$ cat src/rtl/eprom_prog_pkg.sv
package eprom_prog_pkg;

    typedef enum logic [2:0] {
        ST_IDLE,
        ST_SETUP,
        ST_PULSE,
        ST_HOLD,
        ST_TURN,
        ST_READ,
        ST_RECOVER,
        ST_DONE
    } prog_state_e;

    // Control pin levels for one phase.
    typedef struct packed {
        logic ce_n;
        logic oe_n;
        logic vpp;
        logic drive;
    } pin_ctl_t;

    function automatic pin_ctl_t ctl_for(prog_state_e s);
        pin_ctl_t c;
        c = '{ce_n: 1'b1, oe_n: 1'b1, vpp: 1'b0, drive: 1'b0};
        case (s)
            ST_SETUP, ST_HOLD: begin c.vpp = 1'b1; c.drive = 1'b1; end
            ST_PULSE:          begin c.vpp = 1'b1; c.drive = 1'b1; c.ce_n = 1'b0; end
            ST_TURN, ST_RECOVER: c.vpp = 1'b1;
            ST_READ:           begin c.vpp = 1'b1; c.oe_n = 1'b0; end
            default: ;
        endcase
        return c;
    endfunction

    function automatic int unsigned max_u(int unsigned a, int unsigned b);
        return (a > b) ? a : b;
    endfunction

endpackage

$ cat src/rtl/prog_timer.sv
module prog_timer #(
    parameter int W = 8
) (
    input  logic         clk,
    input  logic         rst,
    input  logic         restart,
    input  logic [W-1:0] limit,
    output logic         last
);
    logic [W-1:0] cnt;

    always_ff @(posedge clk) begin
        if (rst || restart) cnt <= '0;
        else                cnt <= cnt + 1'b1;
    end

    assign last = (cnt == limit - 1'b1);
endmodule

$ cat src/rtl/prog_attempts.sv
module prog_attempts #(
    parameter int W   = 4,
    parameter int MAX = 3
) (
    input  logic clk,
    input  logic rst,
    input  logic clear,
    input  logic bump,
    output logic exhausted
);
    logic [W-1:0] cnt;

    always_ff @(posedge clk) begin
        if (rst || clear) cnt <= '0;
        else if (bump)    cnt <= cnt + 1'b1;
    end

    assign exhausted = (cnt >= W'(MAX));
endmodule

$ cat src/rtl/eprom_prog_seq.sv
module eprom_prog_seq
    import eprom_prog_pkg::*;
#(
    parameter int ADDR_W     = 15,
    parameter int SETUP_CYC  = 250,
    parameter int PULSE_CYC  = 93750,
    parameter int HOLD_CYC   = 250,
    parameter int READ_CYC   = 8,
    parameter int FLOAT_CYC  = 8,
    parameter int MAX_PULSES = 25
) (
    input  logic              clk,
    input  logic              rst,
    input  logic              start_i,
    input  logic [ADDR_W-1:0] addr_i,
    input  logic [7:0]        data_i,
    output logic              busy_o,
    output logic              done_o,
    output logic              fail_o,
    output logic [ADDR_W-1:0] mem_addr_o,
    output logic [7:0]        mem_dq_o,
    output logic              dq_drive_o,
    input  logic [7:0]        mem_dq_i,
    output logic              prog_ce_n_o,
    output logic              prog_oe_n_o,
    output logic              vpp_req_o
);
    localparam int unsigned LONGEST = max_u(max_u(max_u(SETUP_CYC, PULSE_CYC),
                                                  max_u(HOLD_CYC, READ_CYC)),
                                            max_u(FLOAT_CYC, 2));
    localparam int TMR_W = $clog2(LONGEST + 1);
    localparam int ATT_W = $clog2(MAX_PULSES + 1);

    prog_state_e       state, state_nx;
    logic [TMR_W-1:0]  limit;
    logic              last, exhausted, match_q, fail_q;
    logic [ADDR_W-1:0] addr_q;
    logic [7:0]        data_q;
    pin_ctl_t          ctl;
    logic              accept;

    assign accept = (state == ST_IDLE) && start_i;

    always_comb begin
        case (state)
            ST_SETUP:   limit = TMR_W'(SETUP_CYC);
            ST_PULSE:   limit = TMR_W'(PULSE_CYC);
            ST_HOLD:    limit = TMR_W'(HOLD_CYC);
            ST_READ:    limit = TMR_W'(READ_CYC);
            ST_RECOVER: limit = TMR_W'(FLOAT_CYC);
            default:    limit = TMR_W'(1);
        endcase
    end

    prog_timer #(.W(TMR_W)) u_timer (
        .clk     (clk),
        .rst     (rst),
        .restart ((state_nx != state) || (state == ST_IDLE)),
        .limit   (limit),
        .last    (last)
    );

    prog_attempts #(.W(ATT_W), .MAX(MAX_PULSES)) u_attempts (
        .clk       (clk),
        .rst       (rst),
        .clear     (accept),
        .bump      ((state == ST_PULSE) && last),
        .exhausted (exhausted)
    );

    always_comb begin
        state_nx = state;
        case (state)
            ST_IDLE:    if (start_i) state_nx = ST_SETUP;
            ST_SETUP:   if (last) state_nx = ST_PULSE;
            ST_PULSE:   if (last) state_nx = ST_HOLD;
            ST_HOLD:    if (last) state_nx = ST_TURN;
            ST_TURN:    state_nx = ST_READ;
            ST_READ:    if (last) state_nx = ST_RECOVER;
            ST_RECOVER: if (last) state_nx = (match_q || exhausted) ? ST_DONE : ST_SETUP;
            ST_DONE:    state_nx = ST_IDLE;
            default:    state_nx = ST_IDLE;
        endcase
    end

    always_ff @(posedge clk) begin
        if (rst) begin
            state   <= ST_IDLE;
            addr_q  <= '0;
            data_q  <= '0;
            match_q <= 1'b0;
            fail_q  <= 1'b0;
        end else begin
            state <= state_nx;
            if (accept) begin
                addr_q <= addr_i;
                data_q <= data_i;
                fail_q <= 1'b0;
            end
            if ((state == ST_READ) && last)
                match_q <= (mem_dq_i == data_q);
            if ((state == ST_RECOVER) && (state_nx == ST_DONE))
                fail_q <= !match_q;
        end
    end

    assign ctl         = ctl_for(state);
    assign prog_ce_n_o = ctl.ce_n;
    assign prog_oe_n_o = ctl.oe_n;
    assign vpp_req_o   = ctl.vpp;
    assign dq_drive_o  = ctl.drive;
    assign busy_o      = (state != ST_IDLE);
    assign done_o      = (state == ST_DONE);
    assign fail_o      = fail_q;
    assign mem_addr_o  = addr_q;
    assign mem_dq_o    = data_q;
endmodule

$ cat config.mk
export PLATFORM = sky130hd
export DESIGN_NAME = eprom_prog_seq
export DESIGN_NICKNAME = d
export VERILOG_FILES = /design/src/rtl/eprom_prog_pkg.sv /design/src/rtl/prog_timer.sv /design/src/rtl/prog_attempts.sv /design/src/rtl/eprom_prog_seq.sv
export SDC_FILE = /design/constraint.sdc
export NUM_CORES = 1
export LEC_CHECK = 0
export ABC_AREA = 1
export BUFFER_PORTS_ARGS = -buffer_cell sky130_fd_sc_hd__buf_2
export CAP_MARGIN = 5
export CELL_PAD_IN_SITES_DETAIL_PLACEMENT = 2
export CELL_PAD_IN_SITES_GLOBAL_PLACEMENT = 2
export CORE_UTILIZATION = 30
export CTS_BUF_LIST = sky130_fd_sc_hd__clkbuf_8
export DETAILED_ROUTE_END_ITERATION = 8
export PLACE_DENSITY = 0.89
export SETUP_SLACK_MARGIN = 0.1
export SKIP_LAST_GASP = 1
export SLEW_MARGIN = 5
export SYNTH_ARGS = -nofsm -noshare
export SYNTH_HDL_FRONTEND = slang
export SYNTH_SLANG_ARGS = --single-unit
export TNS_END_PERCENT = 5
$ cat constraint.sdc
create_clock -name clk -period 2 [get_ports clk]
set_input_delay 0.1 -clock clk [delete_from_list [all_inputs] [get_ports clk]]
set_output_delay 0.1 -clock clk [all_outputs]
set_load 0.005 [all_outputs]
## After elaboration in Yosys (flattened, before gate mapping)

Index checks and enable logic that the tools add are counted.

| storage, ports and cells | value |
|---|---|
| register bits | 50 |
| input bits | 34 |
| output and inout port bits | 30 |
| word-level logic and storage cells | 53 |

| cells by class | value |
|---|---|
| add/subtract/negate cells | 3 |
| order comparisons | 1 |
| eq/ne operators | 11 |
| mux-type cells | 15 |
| reductions and logical operators | 16 |

Operators with widths:

| cell | number |
|---|---|
| one-hot mux 17 bit (3 select lines) | 1 |
| one-hot mux 3 bit (8 select lines) | 1 |
| 2-to-1 mux 3 bit | 7 |
| adder 17 x 1 -> 17 bit (second input constant) | 1 |
| equality test 17 bit | 1 |
| subtractor 17 x 1 -> 17 bit (second input constant) | 1 |
| equality test 3 bit (second input constant) | 5 |
| equality test 8 bit | 1 |
| equality test 3 x 2 -> 1 bit (second input constant) | 2 |
| 2-to-1 mux 1 bit | 6 |
| OR reduction 6 bit | 1 |
| adder 5 x 1 -> 5 bit (second input constant) | 1 |
| >= comparator 5 bit (second input constant) | 1 |
| logical AND 1 bit | 4 |
| logical OR 1 bit | 4 |
| OR reduction 2 bit | 2 |
| equality test 3 x 1 -> 1 bit (second input constant) | 1 |
| logical NOT 3 bit | 1 |
| inequality test 3 bit | 1 |
| nonzero test 3 bit | 1 |
| OR reduction 3 bit | 1 |
| nonzero test 2 bit | 1 |
| logical NOT 1 bit | 1 |

## Logic depth before layout (Yosys ltp)

| logic depth | value |
|---|---|
| depth after elaboration | 10 |
| mapped depth | 16 |
| mapped depth without buffers | 15 |

## By module

A second synthesis with hierarchy kept.

| unflattened totals | value |
|---|---|
| cells, all modules | 460 |
| area, all modules | 3,036.7 µm² |

Modules (own cells, without submodules):

| module | instances | cells an instance | area each (µm²) | seq. area each (µm²) |
|---|---|---|---|---|
| prog_timer | 1 | 240 | 1,508.9 | 340.3 |
| eprom_prog_seq | 1 | 187 | 1,291.2 | 560.5 |
| prog_attempts | 1 | 33 | 236.5 | 100.1 |

## Worst setup path after synthesis

No wires, ideal clock.

| timing path | value |
|---|---|
| path type | flip-flop to flip-flop |
| from | register u_timer.cnt[0] |
| to | register u_timer.cnt[16] |
| setup time | 0.119 ns |
| arrival time | 1.714 ns |
| data required time | 1.881 ns |
| setup slack | 0.166 ns |
| stages on the path, launching flop included | 10 |
| buffers on the path | 0 |
| period minus slack after synthesis | 1.834 ns |
| cell sequence | dfxtp_1 ha_1 nand3_1 nor3_1 nand2_1 nor2_1 nand4_1 nor2_1 xor2_1 nor3_2 |

| between the ends | value |
|---|---|
| cells in the longest elaborated chain, start to end | 6 |
| elaborated cells on any way between the ends | 11 |
| classes of those cells | add/sub: 1; eq/ne: 2; mux: 6; reduce/logical: 2 |

RTL lines:

| item | line | source |
|---|---|---|
| start: declaration | prog_timer.sv:10 | `logic [W-1:0] cnt;` |
| start signal: assignment | prog_timer.sv:14 | `else cnt <= cnt + 1'b1;` |
| equality test 17 bit | prog_timer.sv:17 | `assign last = (cnt == limit - 1'b1);` |
| 2-to-1 mux 3 bit, on equally long branches | n/a |  |
| one-hot mux 3 bit (8 select lines) | eprom_prog_seq.sv:73 | `case (state)` |
| inequality test 3 bit | eprom_prog_seq.sv:58 | `.restart ((state_nx != state) \|\| (state == ST_IDLE)),` |
| logical OR 1 bit | eprom_prog_seq.sv:58 |  |
| logical OR 1 bit | prog_timer.sv:13 | `if (rst \|\| restart) cnt <= '0;` |

Parallel ways exist; a longest one is shown, timed or not.
A chain may end at the register's enable or synchronous reset.

## Worst setup path in the final report

| timing path | value |
|---|---|
| from | register u_timer.cnt[13] |
| to | register u_timer.cnt[1] |

| between the ends | value |
|---|---|
| cells in the longest elaborated chain, start to end | 6 |
| elaborated cells on any way between the ends | 10 |
| classes of those cells | eq/ne: 2; mux: 6; reduce/logical: 2 |

RTL lines:

| item | line |
|---|---|
| equality test 17 bit (*) | prog_timer.sv:17 |
| 2-to-1 mux 3 bit, on equally long branches | n/a |
| one-hot mux 3 bit (8 select lines) (*) | eprom_prog_seq.sv:73 |
| inequality test 3 bit (*) | eprom_prog_seq.sv:58 |
| logical OR 1 bit (*) | eprom_prog_seq.sv:58 |
| logical OR 1 bit (*) | prog_timer.sv:13 |

Mark *: on every way between the ends. The rest lies on a longest branch, timed or not.

==> results.txt <==
Final setup skew: 13.7 ps
Endpoint kind of the worst setup timing path: register
Tmin final: 1990 ps
Pre-CTS setup slack: -56.0 ps
Type of the most critical hold path: primary input to register
Global route total overflow: 0
R2r startpoint: u_timer.cnt[13]$_SDFF_PP0_
Worst-path maximum fanout: 8
Hold path depth: 3
Initial cell density of the core: 0.312
Highest achievable clock rate: 502 MHz
Buffering stage count on the worst path with inverters included: 1
Remaining antenna violation count after routing: 0
Final worst slack: 9.21 ps
Count of mapped cells out of synthesis: 347
Number of standard cells in the layout, taps in and fillers out: 532
Library cell contributing the largest single delay on the critical path: dfxtp_1
1st-iter DRT viols: 64
Cell family contributing the most delay on the critical path: simple AND/OR/NAND/NOR gates
Number of global-route vias before repair: 2988
Hold Vio Cnt, Final: 0
CTS Sinks: 50
Die Width: 94.6 µm
Worst rel slew slack: 0.633
Number of cells traversed by the worst register-to-register path: 13
Yosys cell types: 34
Post-synthesis sequential element count: 50
Count of yosys warnings during synthesis: 0
Outcome: completed
Area grow syn2layout: 35.3%
Capture endpoint of the worst hold path: mem_dq_o[5]$_SDFFE_PP0P_
Final HPWL DP: 6900 µm
Std-Cell Rows: 33
Kind of start point of the critical path: register
Largest incremental delay on the critical path: 320 ps
Depth of the CTS H-tree: 2
Inserted Clock Buffers: 5
Lkg Pwr: 1.45 nW
Clock tree from TritonCTS: yes
Mean area per synthesized cell: 7.42 µm²
Drc violations: 0
Net total in the final layout: 463
Global-route wire length before repair: 14700 µm
Detail-routed via count per cell: 5.15
Arrival time of the worst setup path: 2220 ps
Number of setup violations in the final report: 0
Die Y-Extent: 94.6 µm
Worst-skew pair later-pin latency: 320 ps
Placed instance count: 519
Total standard cell area after synthesis: 0.00257 mm²
Die Footprint: 0.00896 mm²
Worst vdd rail ir drop: 0.462 mV
Final antenna diode count: 0
Critical path, cell by cell: inv_1 > nand2_1 > nor2_1 > nand3_1 > nand2_2 > nand2_2 > nor2_4 > nand2_4 > nand2_4 > nand3_4 > nand2_8 > nand2_8 > nor3_2
DP Area: 0.00310 mm²
Max-slew violation count: 0
Critical R2R Capture: u_timer.cnt[1]$_SDFF_PP0_
Slack of the worst reg-to-reg path: 9 ps
Number of antenna violations at the first check in global routing: 0
Measured slew at the worst slew-check pin: 551 ps
Clock edge transition at the registers on the reported setup and hold paths: 110 ps
Fraction of the cycle the final worst path needs: 0.995
Critical path class: register to register
Worst hold start: data_i[5]
Unrepaired setup endpoints after global routing: true
Synthesized netlist net count: 384
Sequential fraction of the synthesis area: 0.389
Via count: 2742
Maximum number of pins on one net before global-route repair: 29
Gr usage total: 0.212
Router iterations before antenna repair: 4
Routed WL per cell: 19.7 µm
Clock root cell: clkbuf_8
Cell area after layout: 0.00348 mm²
Detailed Route WL: 10500 µm
Port Buffer Count: 63
Quantity of hold-fixing buffers added after cts: 0
Data required time at the worst endpoint: 2230 ps
Top-Level Pins: 64
Total power density per cell area: 1170 mW/mm²
Max Cap Violations: 0
Bufs on Longest Clock Path: 2
RD Place Congestion: 0.814
Core box area: 0.00826 mm²
Fraction of layout instances using a drive strength above 1: 0.389
-- worst max path at each step --
| stage | slack (ps) | start | depth (start not counted) | endpoint |
|---|---|---|---|---|
| floorplan | 170 | u_timer.cnt[0]$_SDFF_PP0_ | 9 | u_timer.cnt[16]$_SDFF_PP0_ |
| global placement | 140 | u_timer.cnt[11]$_SDFF_PP0_ | 11 | u_timer.cnt[7]$_SDFF_PP0_ |
| detailed placement | -60 | state[1]$_SDFF_PP0_ | 13 | u_timer.cnt[3]$_SDFF_PP0_ |
| CTS | 70 | state[0]$_SDFF_PP0_ | 13 | u_timer.cnt[9]$_SDFF_PP0_ |
| global route | -140 | u_timer.cnt[13]$_SDFF_PP0_ | 13 | u_timer.cnt[1]$_SDFF_PP0_ |
| finish | 9 | u_timer.cnt[13]$_SDFF_PP0_ | 13 | u_timer.cnt[1]$_SDFF_PP0_ |
-- Yosys cell counts --
master / number / area [µm²]
buf_2: 1 / 5.00
nor3_1: 11 / 55.1
inv_1: 31 / 116
nor2_2: 1 / 6.26
ha_1: 3 / 37.5
a31oi_1: 2 / 12.5
nor3_2: 10 / 100
dfxtp_1: 50 / 1000
nand4_1: 7 / 43.8
nand3_1: 38 / 190
buf_4: 1 / 7.51
a211oi_1: 1 / 7.51
o21ai_0: 5 / 25.0
or2_4: 1 / 8.76
nand2_4: 1 / 11.3
nand3b_1: 1 / 7.51
a21oi_1: 29 / 145
o21a_1: 1 / 7.51
xnor2_1: 11 / 96.3
inv_2: 7 / 26.3
o21ai_1: 1 / 5.00
nand3_4: 1 / 17.5
nor3b_1: 1 / 7.51
clkbuf_1: 9 / 33.8
xor2_1: 9 / 78.8
nand2_1: 66 / 248
buf_1: 1 / 3.75
nor2_1: 28 / 105
o21bai_1: 1 / 7.51
nor2_4: 3 / 33.8
nand4_2: 1 / 12.5
nand3_2: 4 / 40.0
buf_8: 1 / 15.0
nand2_2: 9 / 56.3
-- worst min-delay path: stages --
cell,delay (ps)
buf_2,100
nand3_1,70
a21oi_1,60
-- layer usage --
layer  up-vias  routed length, µm  GRT usage
met5         -                  0          0
met4         0                395     0.0530
met3        29                289     0.0386
met2        63               5580      0.409
met1      1368               4230      0.235
li1       1282                  -          -
-- report_power, final --
group | internal, W | switching, W
clock network | 0.000254 | 0.000392
logic | 0.000736 | 0.00146
registers | 0.00113 | 0.000122
total | 0.00212 | 0.00197
-- cell usage in the layout, fill, tap and decap left out, drive strengths merged --
cell / instances
nand4: 8
nand3b: 1
ha: 3
o21ai: 6
dfxtp: 50
inv: 39
o21a: 1
clkbuf: 6
nor2: 32
clkinv: 1
a31oi: 2
xor2: 9
nor3b: 1
or2: 1
buf: 83
nand3: 43
xnor2: 11
nand2: 77
a21oi: 29
a211oi: 1
clkinvlp: 1
nor3: 21
o21bai: 1
-- cell type report --
class,count,area (µm²)
Tap cell,105,131
Timing Repair Buffer,84,507
Multi-Input combinational cell,247,1580
Clock inverter,3,25.0
Inverter,38,153
Fill cell,949,4770
Sequential cell,50,1020
Clock buffer,5,68.8
-- per-stage QoR --
step / TNS, ps / power [W] / hold slack [ps] / util
after global routing: -1680 / 0.00431 / 38.3 / 0.422
final: 0 / 0.00409 / 33.0 / 0.422
after global placement: 0 / 0.00281 / 375 / 0.375
after detailed placement: -442 / 0.00291 / 385 / 0.375
after CTS: 0 / 0.00366 / 40.9 / 0.392
after floorplan: 0 / 0.00236 / 264 / -
-- cell families after synthesis --
kind of cell / synth area share
adder cells (fa/ha/maj): 0.0146
AO/OA/AOI/OAI: 0.0816
AND/OR/NAND/NOR: 0.366
XOR/XNOR: 0.0680
flip-flops: 0.389
buffers and inverters: 0.0807
-- state kept, by name (all words and copies together) (netlist names) --
register        flops
fail_o              1
match_q             1
mem_addr_o         15
mem_dq_o            8
state               3
u_attempts.cnt      5
u_timer.cnt        17
-- repair_timing --
| item | 4_1_cts | 5_1_grt |
|---|---|---|
| endpoints found under the hold margin | 0 | 0 |
| endpoints found under the setup margin | 25 | 25 |
| pin swaps | 0 | 13 |
| gates cloned | 0 | 2 |
| gates resized for setup | 15 | 47 |
| setup buffers | 0 | 3 |
Note: power is estimated with default switching activity, not from simulation.
